[src/rtl/ssr_pkg.sv]
package ssr_pkg;
   typedef enum logic [2:0] {
      ST_IDLE    = 3'd0,
      ST_PGM     = 3'd1,
      ST_SUSP_GO = 3'd2,
      ST_PARKED  = 3'd3,
      ST_RES_GO  = 3'd4
   } ssr_st_e;
endpackage

[src/rtl/ssr_fold.sv]
module ssr_fold #(
   parameter int NB   = 8,
   parameter int NLAT = 4
) (
   input  logic [NLAT*NB-1:0] planes,
   output logic [NB-1:0]      inh
);
   for (genvar b = 0; b < NB; b++) begin : g_bl
      logic [NLAT-1:0] stack;
      always_comb begin
         for (int p = 0; p < NLAT; p++) stack[p] = planes[p*NB + b];
      end
      assign inh[b] = &stack;
   end
endmodule

[src/rtl/ssr_merge.sv]
module ssr_merge #(
   parameter int NB   = 8,
   parameter int NLAT = 4
) (
   input  logic [NLAT*NB-1:0] user,
   input  logic [NB-1:0]      inh,
   output logic [NLAT*NB-1:0] merged
);
   for (genvar p = 0; p < NLAT; p++) begin : g_pl
      assign merged[p*NB +: NB] = user[p*NB +: NB] | inh;
   end
endmodule

[src/rtl/ssr_seq.sv]
module ssr_seq
   import ssr_pkg::*;
#(
   parameter int NCOL = 16,
   parameter int AW   = 4,
   parameter int CW   = 5
) (
   input  logic          clk,
   input  logic          rst_n,
   input  logic          cmd_start,
   input  logic          cmd_finish,
   input  logic          cmd_suspend,
   input  logic          cmd_resume,
   input  logic          cache_vld,
   output ssr_st_e       st,
   output logic          rd_en,
   output logic [AW-1:0] rd_col,
   output logic          wr_en,
   output logic [AW-1:0] wr_col,
   output logic          done
);
   logic [CW-1:0] cnt;
   logic          s1_last;
   logic          issue_left;

   assign issue_left = cnt < CW'(NCOL);
   assign rd_col     = cnt[AW-1:0];

   always_comb begin
      rd_en = 1'b0;
      if (st == ST_SUSP_GO) rd_en = issue_left;
      else if (st == ST_RES_GO) rd_en = issue_left && cache_vld;
   end

   assign done = wr_en && s1_last;

   always_ff @(posedge clk or negedge rst_n) begin
      if (!rst_n) begin
         st      <= ST_IDLE;
         cnt     <= '0;
         wr_en   <= 1'b0;
         wr_col  <= '0;
         s1_last <= 1'b0;
      end else begin
         wr_en   <= rd_en;
         wr_col  <= rd_col;
         s1_last <= rd_en && (cnt == CW'(NCOL-1));
         if (rd_en) cnt <= cnt + 1'b1;
         unique case (st)
            ST_IDLE:    if (cmd_start) st <= ST_PGM;
            ST_PGM: begin
               if (cmd_suspend) begin
                  st  <= ST_SUSP_GO;
                  cnt <= '0;
               end else if (cmd_finish) st <= ST_IDLE;
            end
            ST_SUSP_GO: if (done) st <= ST_PARKED;
            ST_PARKED: begin
               if (cmd_resume) begin
                  st  <= ST_RES_GO;
                  cnt <= '0;
               end
            end
            ST_RES_GO:  if (done) st <= ST_PGM;
            default:    st <= ST_IDLE;
         endcase
      end
   end

   a_r3_suspend_ignored: assert property (@(posedge clk) disable iff (!rst_n)
      (cmd_suspend && (st == ST_IDLE || st == ST_PARKED || st == ST_RES_GO)) |=> (st != ST_SUSP_GO));
   a_r9_resume_ignored: assert property (@(posedge clk) disable iff (!rst_n)
      (cmd_resume && (st == ST_IDLE || st == ST_PGM || st == ST_SUSP_GO)) |=> (st != ST_RES_GO));
   a_r5_column_step: assert property (@(posedge clk) disable iff (!rst_n)
      (rd_en && cnt != CW'(NCOL-1)) |=> (cnt == $past(cnt) + 1'b1));
   a_r6_parked_quiet: assert property (@(posedge clk) disable iff (!rst_n)
      (st == ST_PARKED) |-> (!rd_en && !wr_en));
endmodule

[src/rtl/suspend_latch_mgr.sv]
module suspend_latch_mgr
   import ssr_pkg::*;
#(
   parameter int NB        = 8,
   parameter int NCOL      = 16,
   parameter int NLAT      = 4,
   parameter int INH_PLANE = 0,
   localparam int AW = (NCOL > 1) ? $clog2(NCOL) : 1,
   localparam int CW = $clog2(NCOL + 1),
   localparam int DW = NLAT * NB
) (
   input  logic          clk,
   input  logic          rst_n,
   input  logic          cmd_start,
   input  logic          cmd_finish,
   input  logic          cmd_suspend,
   input  logic          cmd_resume,
   input  logic          cache_vld,
   input  logic [DW-1:0] cache_data,
   output logic          lat_rd_en,
   output logic [AW-1:0] lat_rd_col,
   input  logic [DW-1:0] lat_rd_data,
   output logic          lat_wr_en,
   output logic [AW-1:0] lat_wr_col,
   output logic [NLAT-1:0] lat_wr_mask,
   output logic [DW-1:0] lat_wr_data,
   output logic          busy,
   output logic          rd_grant,
   output logic          pgm_active,
   output logic          done
);
   if (NLAT < 4) begin : g_bad_nlat
      $error("NLAT must leave one inhibit plane plus three read planes");
   end
   if (INH_PLANE < 0 || INH_PLANE >= NLAT) begin : g_bad_inh
      $error("INH_PLANE out of range");
   end
   if (NB < 1 || NCOL < 1) begin : g_bad_size
      $error("NB and NCOL must be positive");
   end

   ssr_st_e       st;
   logic [NB-1:0] inh;
   logic [DW-1:0] cache_q;
   logic [DW-1:0] merged;
   logic [DW-1:0] fold_data;
   logic          rebuilding;

   ssr_seq #(.NCOL(NCOL), .AW(AW), .CW(CW)) u_seq (
      .clk        (clk),
      .rst_n      (rst_n),
      .cmd_start  (cmd_start),
      .cmd_finish (cmd_finish),
      .cmd_suspend(cmd_suspend),
      .cmd_resume (cmd_resume),
      .cache_vld  (cache_vld),
      .st         (st),
      .rd_en      (lat_rd_en),
      .rd_col     (lat_rd_col),
      .wr_en      (lat_wr_en),
      .wr_col     (lat_wr_col),
      .done       (done)
   );

   ssr_fold #(.NB(NB), .NLAT(NLAT)) u_fold (
      .planes (lat_rd_data),
      .inh    (inh)
   );

   ssr_merge #(.NB(NB), .NLAT(NLAT)) u_merge (
      .user   (cache_q),
      .inh    (lat_rd_data[INH_PLANE*NB +: NB]),
      .merged (merged)
   );

   always_ff @(posedge clk or negedge rst_n) begin
      if (!rst_n) cache_q <= '0;
      else if (lat_rd_en && st == ST_RES_GO) cache_q <= cache_data;
   end

   for (genvar p = 0; p < NLAT; p++) begin : g_fold_place
      if (p == INH_PLANE) begin : g_inh
         assign fold_data[p*NB +: NB] = inh;
      end else begin : g_free
         assign fold_data[p*NB +: NB] = '0;
      end
   end

   assign rebuilding  = (st == ST_RES_GO);
   assign lat_wr_data = rebuilding ? merged : fold_data;
   assign lat_wr_mask = rebuilding ? {NLAT{1'b1}} : NLAT'(1) << INH_PLANE;

   assign busy       = (st == ST_SUSP_GO) || rebuilding;
   assign rd_grant   = (st == ST_PARKED);
   assign pgm_active = (st == ST_PGM);

   a_r4_inhibit_plane_only: assert property (@(posedge clk) disable iff (!rst_n)
      (lat_wr_en && !rebuilding) |-> ($onehot0(lat_wr_mask) && lat_wr_mask[INH_PLANE]));
   a_r7_full_rewrite: assert property (@(posedge clk) disable iff (!rst_n)
      (lat_wr_en && rebuilding) |-> (lat_wr_mask == {NLAT{1'b1}}));
   a_r5_done_single: assert property (@(posedge clk) disable iff (!rst_n)
      done |=> !done);
   a_r1_writes_follow_reads: assert property (@(posedge clk) disable iff (!rst_n)
      lat_wr_en |-> $past(lat_rd_en));
   a_r6_grant_exclusive: assert property (@(posedge clk) disable iff (!rst_n)
      !(rd_grant && (busy || pgm_active)));
endmodule

[config.mk]
export PLATFORM = sky130hd
export DESIGN_NAME = suspend_latch_mgr
export DESIGN_NICKNAME = d
export VERILOG_FILES = /design/src/rtl/ssr_pkg.sv /design/src/rtl/ssr_fold.sv /design/src/rtl/ssr_merge.sv /design/src/rtl/ssr_seq.sv /design/src/rtl/suspend_latch_mgr.sv
export SDC_FILE = /design/constraint.sdc
export NUM_CORES = 1
export LEC_CHECK = 0
export ABC_CLOCK_PERIOD_IN_PS = 1920
export BUFFER_PORTS_ARGS = -buffer_cell sky130_fd_sc_hd__buf_2
export CORE_MARGIN = 2
export CORE_UTILIZATION = 46
export CTS_CLUSTER_SIZE = 24
export DETAILED_ROUTE_END_ITERATION = 8
export PLACE_DENSITY = 0.87
export SYNTH_ARGS = -nofsm -noshare
export SYNTH_HDL_FRONTEND = slang
export SYNTH_SLANG_ARGS = --single-unit
[constraint.sdc]
create_clock -name clk -period 1.92 [get_ports clk]
set_input_delay 0.192 -clock clk [delete_from_list [all_inputs] [get_ports clk]]
set_output_delay 0.192 -clock clk [all_outputs]
set_load 0.005 [all_outputs]
After elaboration in Yosys (flattened, before gate mapping)
Cells that the tools add are included.
{"block": "totals", "ff_bits": 46, "latch_bits": 0, "mem_bits_rw": 0, "mem_bits_ro": 0, "input_bits": 71, "out_inout_bits": 50, "word_cells": 52, "n_memories": 0}
{"block": "classes", "n_addsub": 1, "mul": 0, "div": 0, "n_lt_le_gt_ge": 1, "n_eq_ne": 10, "shifts": 0, "n_mux": 15, "n_bitwise": 4, "n_reduce_logical": 15}
{"operator": "$mux 32", "count": 1}
{"operator": "$or 8x8->8", "count": 4}
{"operator": "$reduce_and 4->1", "count": 8}
{"operator": "$mux 3", "count": 6}
{"operator": "$mux 5", "count": 3}
{"operator": "$pmux 3 s5", "count": 1}
{"operator": "$pmux 5 s2", "count": 1}
{"operator": "$ne 2x2->1 const B", "count": 4}
{"operator": "$eq 3x2->1 const B", "count": 2}
{"operator": "$add 5x1->5 const B", "count": 1}
{"operator": "$eq 5x4->1 const B", "count": 1}
{"operator": "$lt 5x5->1 const B", "count": 1}
{"operator": "$reduce_and 5->1", "count": 1}
{"operator": "$logic_and 1x1->1", "count": 4}
{"operator": "$mux 4", "count": 1}
{"operator": "$eq 3x1->1 const B", "count": 1}
{"operator": "$eq 3x3->1 const B", "count": 1}
{"operator": "$logic_not 3->1", "count": 1}
{"operator": "$ne 3x3->1 const B", "count": 1}
{"operator": "$mux 1", "count": 2}
{"operator": "$logic_or 1x1->1", "count": 1}

Longest topological paths before layout
{"block": "logic_depth", "word_depth": 7, "depth_mapped": 5, "ltp_nobuf": 5}

Cells and area by module
A second synthesis with hierarchy kept.
{"block": "unflattened", "hier_cells": 219, "area_unflattened_um2": 2617.5}
{"module": "suspend_latch_mgr", "n_inst": 1, "cells_each": 114, "area_each_um2": 1682.9, "seq_area_each_um2": 800.8}
{"module": "ssr_seq", "n_inst": 1, "cells_each": 65, "area_each_um2": 664.4, "seq_area_each_um2": 350.3}
{"module": "ssr_merge", "n_inst": 1, "cells_each": 32, "area_each_um2": 200.2, "seq_area_each_um2": 0.0}
{"module": "ssr_fold", "n_inst": 1, "cells_each": 8, "area_each_um2": 70.1, "seq_area_each_um2": 0.0}

Worst setup path before layout
Ideal clock, no wire load.
{"block": "synth_path", "path_type": "reg2reg", "startpoint": "register u_seq.st[0]", "endpoint": "register cache_q[0]", "setup_time_ns": 0.125, "arrival_time_ns": 1.359, "required_ns": 1.795, "path_slack_ns": 0.436, "stages_incl_launch_ff": 6, "n_path_buf": 2, "synth_period_minus_slack_ns": 1.484, "cell_sequence": "dfrtp_1 -> buf_6 -> or2_4 -> nor2_8 -> buf_12 -> mux2_4"}
{"block": "synth_between", "elab_chain_cells": 4, "word_cells_on_any_way": 5, "cone_classes": "eq/ne (2); mux (2); reduce/logical (1)"}
{"element": "start, declared", "line": "ssr_seq.sv:15", "source": "output ssr_st_e st,"}
{"element": "start signal, assigned", "line": "ssr_seq.sv:39", "source": "st <= ST_IDLE;"}
{"element": "start signal, assigned", "line": "ssr_seq.sv:50", "source": "ST_IDLE: if (cmd_start) st <= ST_PGM;"}
{"element": "start signal, assigned", "line": "ssr_seq.sv:53", "source": "st <= ST_SUSP_GO;"}
{"element": "$eq 3x3->1", "line": "ssr_seq.sv:32, suspend_latch_mgr.sv:78"}
{"element": "$mux 1", "line": "ssr_seq.sv:32", "source": "else if (st == ST_RES_GO) rd_en = issue_left && cache_vld;"}
{"element": "$mux 1", "line": "ssr_seq.sv:31", "source": "if (st == ST_SUSP_GO) rd_en = issue_left;"}
{"element": "$logic_and 1x1->1 *", "line": "suspend_latch_mgr.sv:78", "source": "else if (lat_rd_en && st == ST_RES_GO) cache_q <= cache_data;"}
{"element": "end signal, assigned", "line": "suspend_latch_mgr.sv:78"}
{"element": "end, declared", "line": "suspend_latch_mgr.sv:44", "source": "logic [DW-1:0] cache_q;"}
Mark *: on every way between the ends. The rest lies on a longest branch, timed or not.
A chain may end at the register's enable or synchronous reset.

Worst setup path after layout
{"block": "layout_path", "startpoint": "register u_seq.st[1]", "endpoint": "output lat_wr_data[9]"}
{"block": "layout_between", "elab_chain_cells": 2}
{"element": "$eq 3x3->1", "line": "suspend_latch_mgr.sv:89", "source": "assign rebuilding = (st == ST_RES_GO);"}
{"element": "$mux 32", "line": "suspend_latch_mgr.sv:90", "source": "assign lat_wr_data = rebuilding ? merged : fold_data;"}
{"element": "end, declared", "line": "suspend_latch_mgr.sv:26", "source": "output logic [DW-1:0] lat_wr_data,"}
No other way between the ends.

==> run summary <==
CLOCK NETWORK
------------------------------------------------------------------------------------------------------
Source-to-sink clock delay at the later pin of the worst-skew pair ......................      0.29 ns
Max Root-Sink Buffers ...................................................................            2
Clock transition at the register clock pins on the worst setup and hold paths after CTS .      0.08 ns
Clock tree from TritonCTS ...............................................................          yes
Clock net sink count ....................................................................           46
Deepest level of the CTS H-tree .........................................................            2
Cell at the root of the clock tree ...................................................... sky130_fd_sc_hd__clkbuf_8
Cts bufs inserted .......................................................................            5

DRT
------------------------------------------------------------------------------------------------------
Total length of routed wires ............................................................      5680 um
Remaining design rule violation count ...................................................            0
Vias per Instance .......................................................................         5.06
Average wire length per cell after detail routing .......................................      15.0 um
Number of DRC violations after detailed-routing iteration 0 .............................           37
Post-route ant nets .....................................................................            0
Routed via count ........................................................................         1913
Initial DRT Pass Iterations .............................................................            4

PWR
------------------------------------------------------------------------------------------------------
Power density over cell area ............................................................  1160 nW/um2
Maximum VDD drop ........................................................................   0.000628 V
Static Leakage ..........................................................................      1.71 nW
Post-layout total power .................................................................      3.65 mW

FLOORPLAN
------------------------------------------------------------------------------------------------------
Die X ...................................................................................      76.9 um
Total core area .........................................................................     5110 um2
Rows ....................................................................................           26
Number of top-level pins ................................................................          121
Starting density of the core ............................................................        0.479
Height of the chip ......................................................................      76.9 um
Die Area ................................................................................     5920 um2

SYNTH
------------------------------------------------------------------------------------------------------
Seq/Total Area, Yosys ...................................................................        0.471
Top area cells in the synthesized netlist ............................................... sky130_fd_sc_hd__dfrtp_1 (47%), sky130_fd_sc_hd__mux2_4 (18%), sky130_fd_sc_hd__o21a_1 (7.7%)
Warnings, synthesis .....................................................................            0
Summed instance area of the synthesized netlist .........................................     2450 um2
Library cell with the highest instance count after synthesis ............................ sky130_fd_sc_hd__dfrtp_1
Top cell type by total area after synthesis ............................................. sky130_fd_sc_hd__dfrtp_1
Synthesized instance count ..............................................................          193
Area share of the largest cell type after synthesis .....................................        0.471
Synthesized net count ...................................................................          266
Post-synthesis average cell area ........................................................     12.7 um2
Proportion of synthesized flip-flops having asynchronous set or reset ...................         1.00
Number of flops mapped to enable cells by yosys .........................................            0
Synthesis-stage register bit count ......................................................           46
Most frequent cells after synthesis ..................................................... sky130_fd_sc_hd__dfrtp_1 (46), sky130_fd_sc_hd__mux2_4 (30), sky130_fd_sc_hd__o21a_1 (25)
Post-synthesis cell type count ..........................................................           34
Post-synth top flop ..................................................................... sky130_fd_sc_hd__dfrtp_1

PLACED DESIGN
------------------------------------------------------------------------------------------------------
Pre-CTS setup slack .....................................................................     0.259 ns
Port Buf Inserts ........................................................................          119
Placed cell count .......................................................................          367
Detailed Place HPWL .....................................................................      4020 um
Routability congestion estimate .........................................................        0.892

GLOBAL ROUTE
------------------------------------------------------------------------------------------------------
First-pass GRT wire length ..............................................................      9120 um
Final global-route overflow total .......................................................            0
Vias in the first global route ..........................................................         1943
Pin count of the biggest net entering global routing ....................................           44
Number of antenna violations at the first check in global routing .......................            0
Global-route total usage across every layer .............................................        0.195

LAYOUT
------------------------------------------------------------------------------------------------------
Utilization after layout ................................................................        0.616
Number of filler cells placed in the layout .............................................          431
Nets@finish .............................................................................          380
Layout cells sized above 1 ..............................................................        0.552
Area added between synthesis and finish .................................................        28.5%
Antenna cells ...........................................................................            0
Post-Layout Cell Count ..................................................................          378

RUN
------------------------------------------------------------------------------------------------------
Max-Cap Viols ...........................................................................            0

STA
------------------------------------------------------------------------------------------------------
Post-route fraction of the period consumed by the critical path .........................        0.955
Worst setup skew after layout ...........................................................   0.00684 ns
Setup repair after global routing missed its margin .....................................           no
Setup violation total in the final timing report ........................................            0
Endpoints failing hold ..................................................................            0
Relative slew slack .....................................................................        0.601
Worst setup margin ......................................................................    0.0859 ns
Setup TNS Final .........................................................................         0 ns
Maximum achievable frequency ............................................................      545 MHz
Tightest Pin Transition .................................................................     0.598 ns
Final Max Tran Viols ....................................................................            0
Min Tclk post-route .....................................................................      1.83 ns

WORST SETUP PATH
------------------------------------------------------------------------------------------------------
Highest cell delay on the worst timing path .............................................      0.50 ns
Critical Setup Path Class ...............................................................   reg -> out
Endpoint required time on the critical path .............................................      1.73 ns
Worst-path maximum fanout ...............................................................           21
Setup crit start kind ...................................................................         flop
Count of buffer and inverter cells on the critical path .................................            3
Family with the most delay on the worst path ............................................   flip-flops
Arrival time reported for the critical path endpoint ....................................      1.64 ns
Critical-path cell with the highest stage delay ......................................... sky130_fd_sc_hd__dfrtp_2
Critical Path, Cell by Cell ............................................................. nor3b_4 -> buf_4 -> clkbuf_16 -> o21a_1 -> buf_2
Kind of capture point of the worst setup path ...........................................   output pin

STATUS
------------------------------------------------------------------------------------------------------
Run status .............................................................................. finished clean

MIN PATH
------------------------------------------------------------------------------------------------------
Worst hold path type ....................................................................    in -> reg

## flip-flops by register name, indices dropped and copies added (netlist names)
| register | count |
|---|---|
| u_seq.cnt | 5 |
| u_seq.st | 3 |
| cache_q | 32 |
| u_seq.wr_en | 1 |
| u_seq.wr_col | 4 |
| u_seq.s1_last | 1 |
## metrics by stage
step,hold slack [ns],area [um2]
global placement,0.220,3010
floorplan,-0.104,2450
CTS,0.121,3110
finish,0.127,3140
global route,0.110,3140
detailed placement,0.230,3010
## path summary, 6_finish.rpt
kind / start / endpoint / slack (ns) / cells after the start
setup / recovery: u_seq.st[1] / lat_wr_data[9] / 0.09 / 5
hold / removal: cache_data[20] / cache_q[20] / 0.13 / 2
setup reg to reg: u_seq.st[0] / cache_q[10] / 0.27 / 4
hold reg to reg: u_seq.cnt[3] / u_seq.wr_col[3] / 0.44 / 0
max in group asynchronous: rst_n / cache_q[5] / 0.79 / 3
min in group asynchronous: rst_n / cache_q[12] / 0.44 / 2
## power by group
group          switching [mW]  leakage, nW  internal (mW)
sequential              0.302        0.597           1.36
clock                   0.314       0.0452          0.257
combinational           0.555         1.07          0.858
total                    1.17         1.71           2.48
## repair_timing
| item | in CTS | in global routing |
|---|---|---|
| hold buffers | 1 | 0 |
| gates resized for setup | 0 | 2 |
| hold endpoints to repair | 26 | 0 |
| setup endpoints to repair | 0 | 22 |
| buffers inserted | 0 | 1 |
## metal layers
layer  track usage  wire, um
met5             0         0
met3        0.0482       334
met4        0.0491        77
met2         0.339      2830
met1         0.241      2440
## cells by family (layout without fill, tap and decap cells)
| kind of cell | count (synthesis) | in the layout | synth area share |
|---|---|---|---|
| adders and majority gates | 2 | 2 | 0.0102 |
| muxes | 37 | 37 | 0.214 |
| and+or+nand+nor | 24 | 24 | 0.0650 |
| DFF | 46 | 46 | 0.471 |
| buffers and inverters | 25 | 140 | 0.0777 |
| other | 1 | 1 | 0.00153 |
| AOI/OAI and AO/OA | 58 | 58 | 0.161 |
## final cells by class
class	count	area [um2]	share of cell area
clock buffer	6	72.6	0.0231
clock inverter	2	13.8	0.00438
tap	70	87.6	0.0279
inverter	7	26.3	0.00836
sequential	46	1150	0.367
multi-input combinational	122	1100	0.351
timing repair buffer	125	686	0.218
## cell usage in the layout, fill, tap and decap left out, types with 4 or more instances in the layout
master                     count
sky130_fd_sc_hd__buf_2       119
sky130_fd_sc_hd__inv_1         7
sky130_fd_sc_hd__dfrtp_1      44
sky130_fd_sc_hd__a31oi_1       9
sky130_fd_sc_hd__a21oi_1      10
sky130_fd_sc_hd__clkbuf_8      5
sky130_fd_sc_hd__o21a_1       25
sky130_fd_sc_hd__mux2_4       30
sky130_fd_sc_hd__a211oi_1      4
sky130_fd_sc_hd__nor2_1       11
sky130_fd_sc_hd__o21ai_0       4
sky130_fd_sc_hd__mux2i_1       5
(Power assumes the default switching activity.)
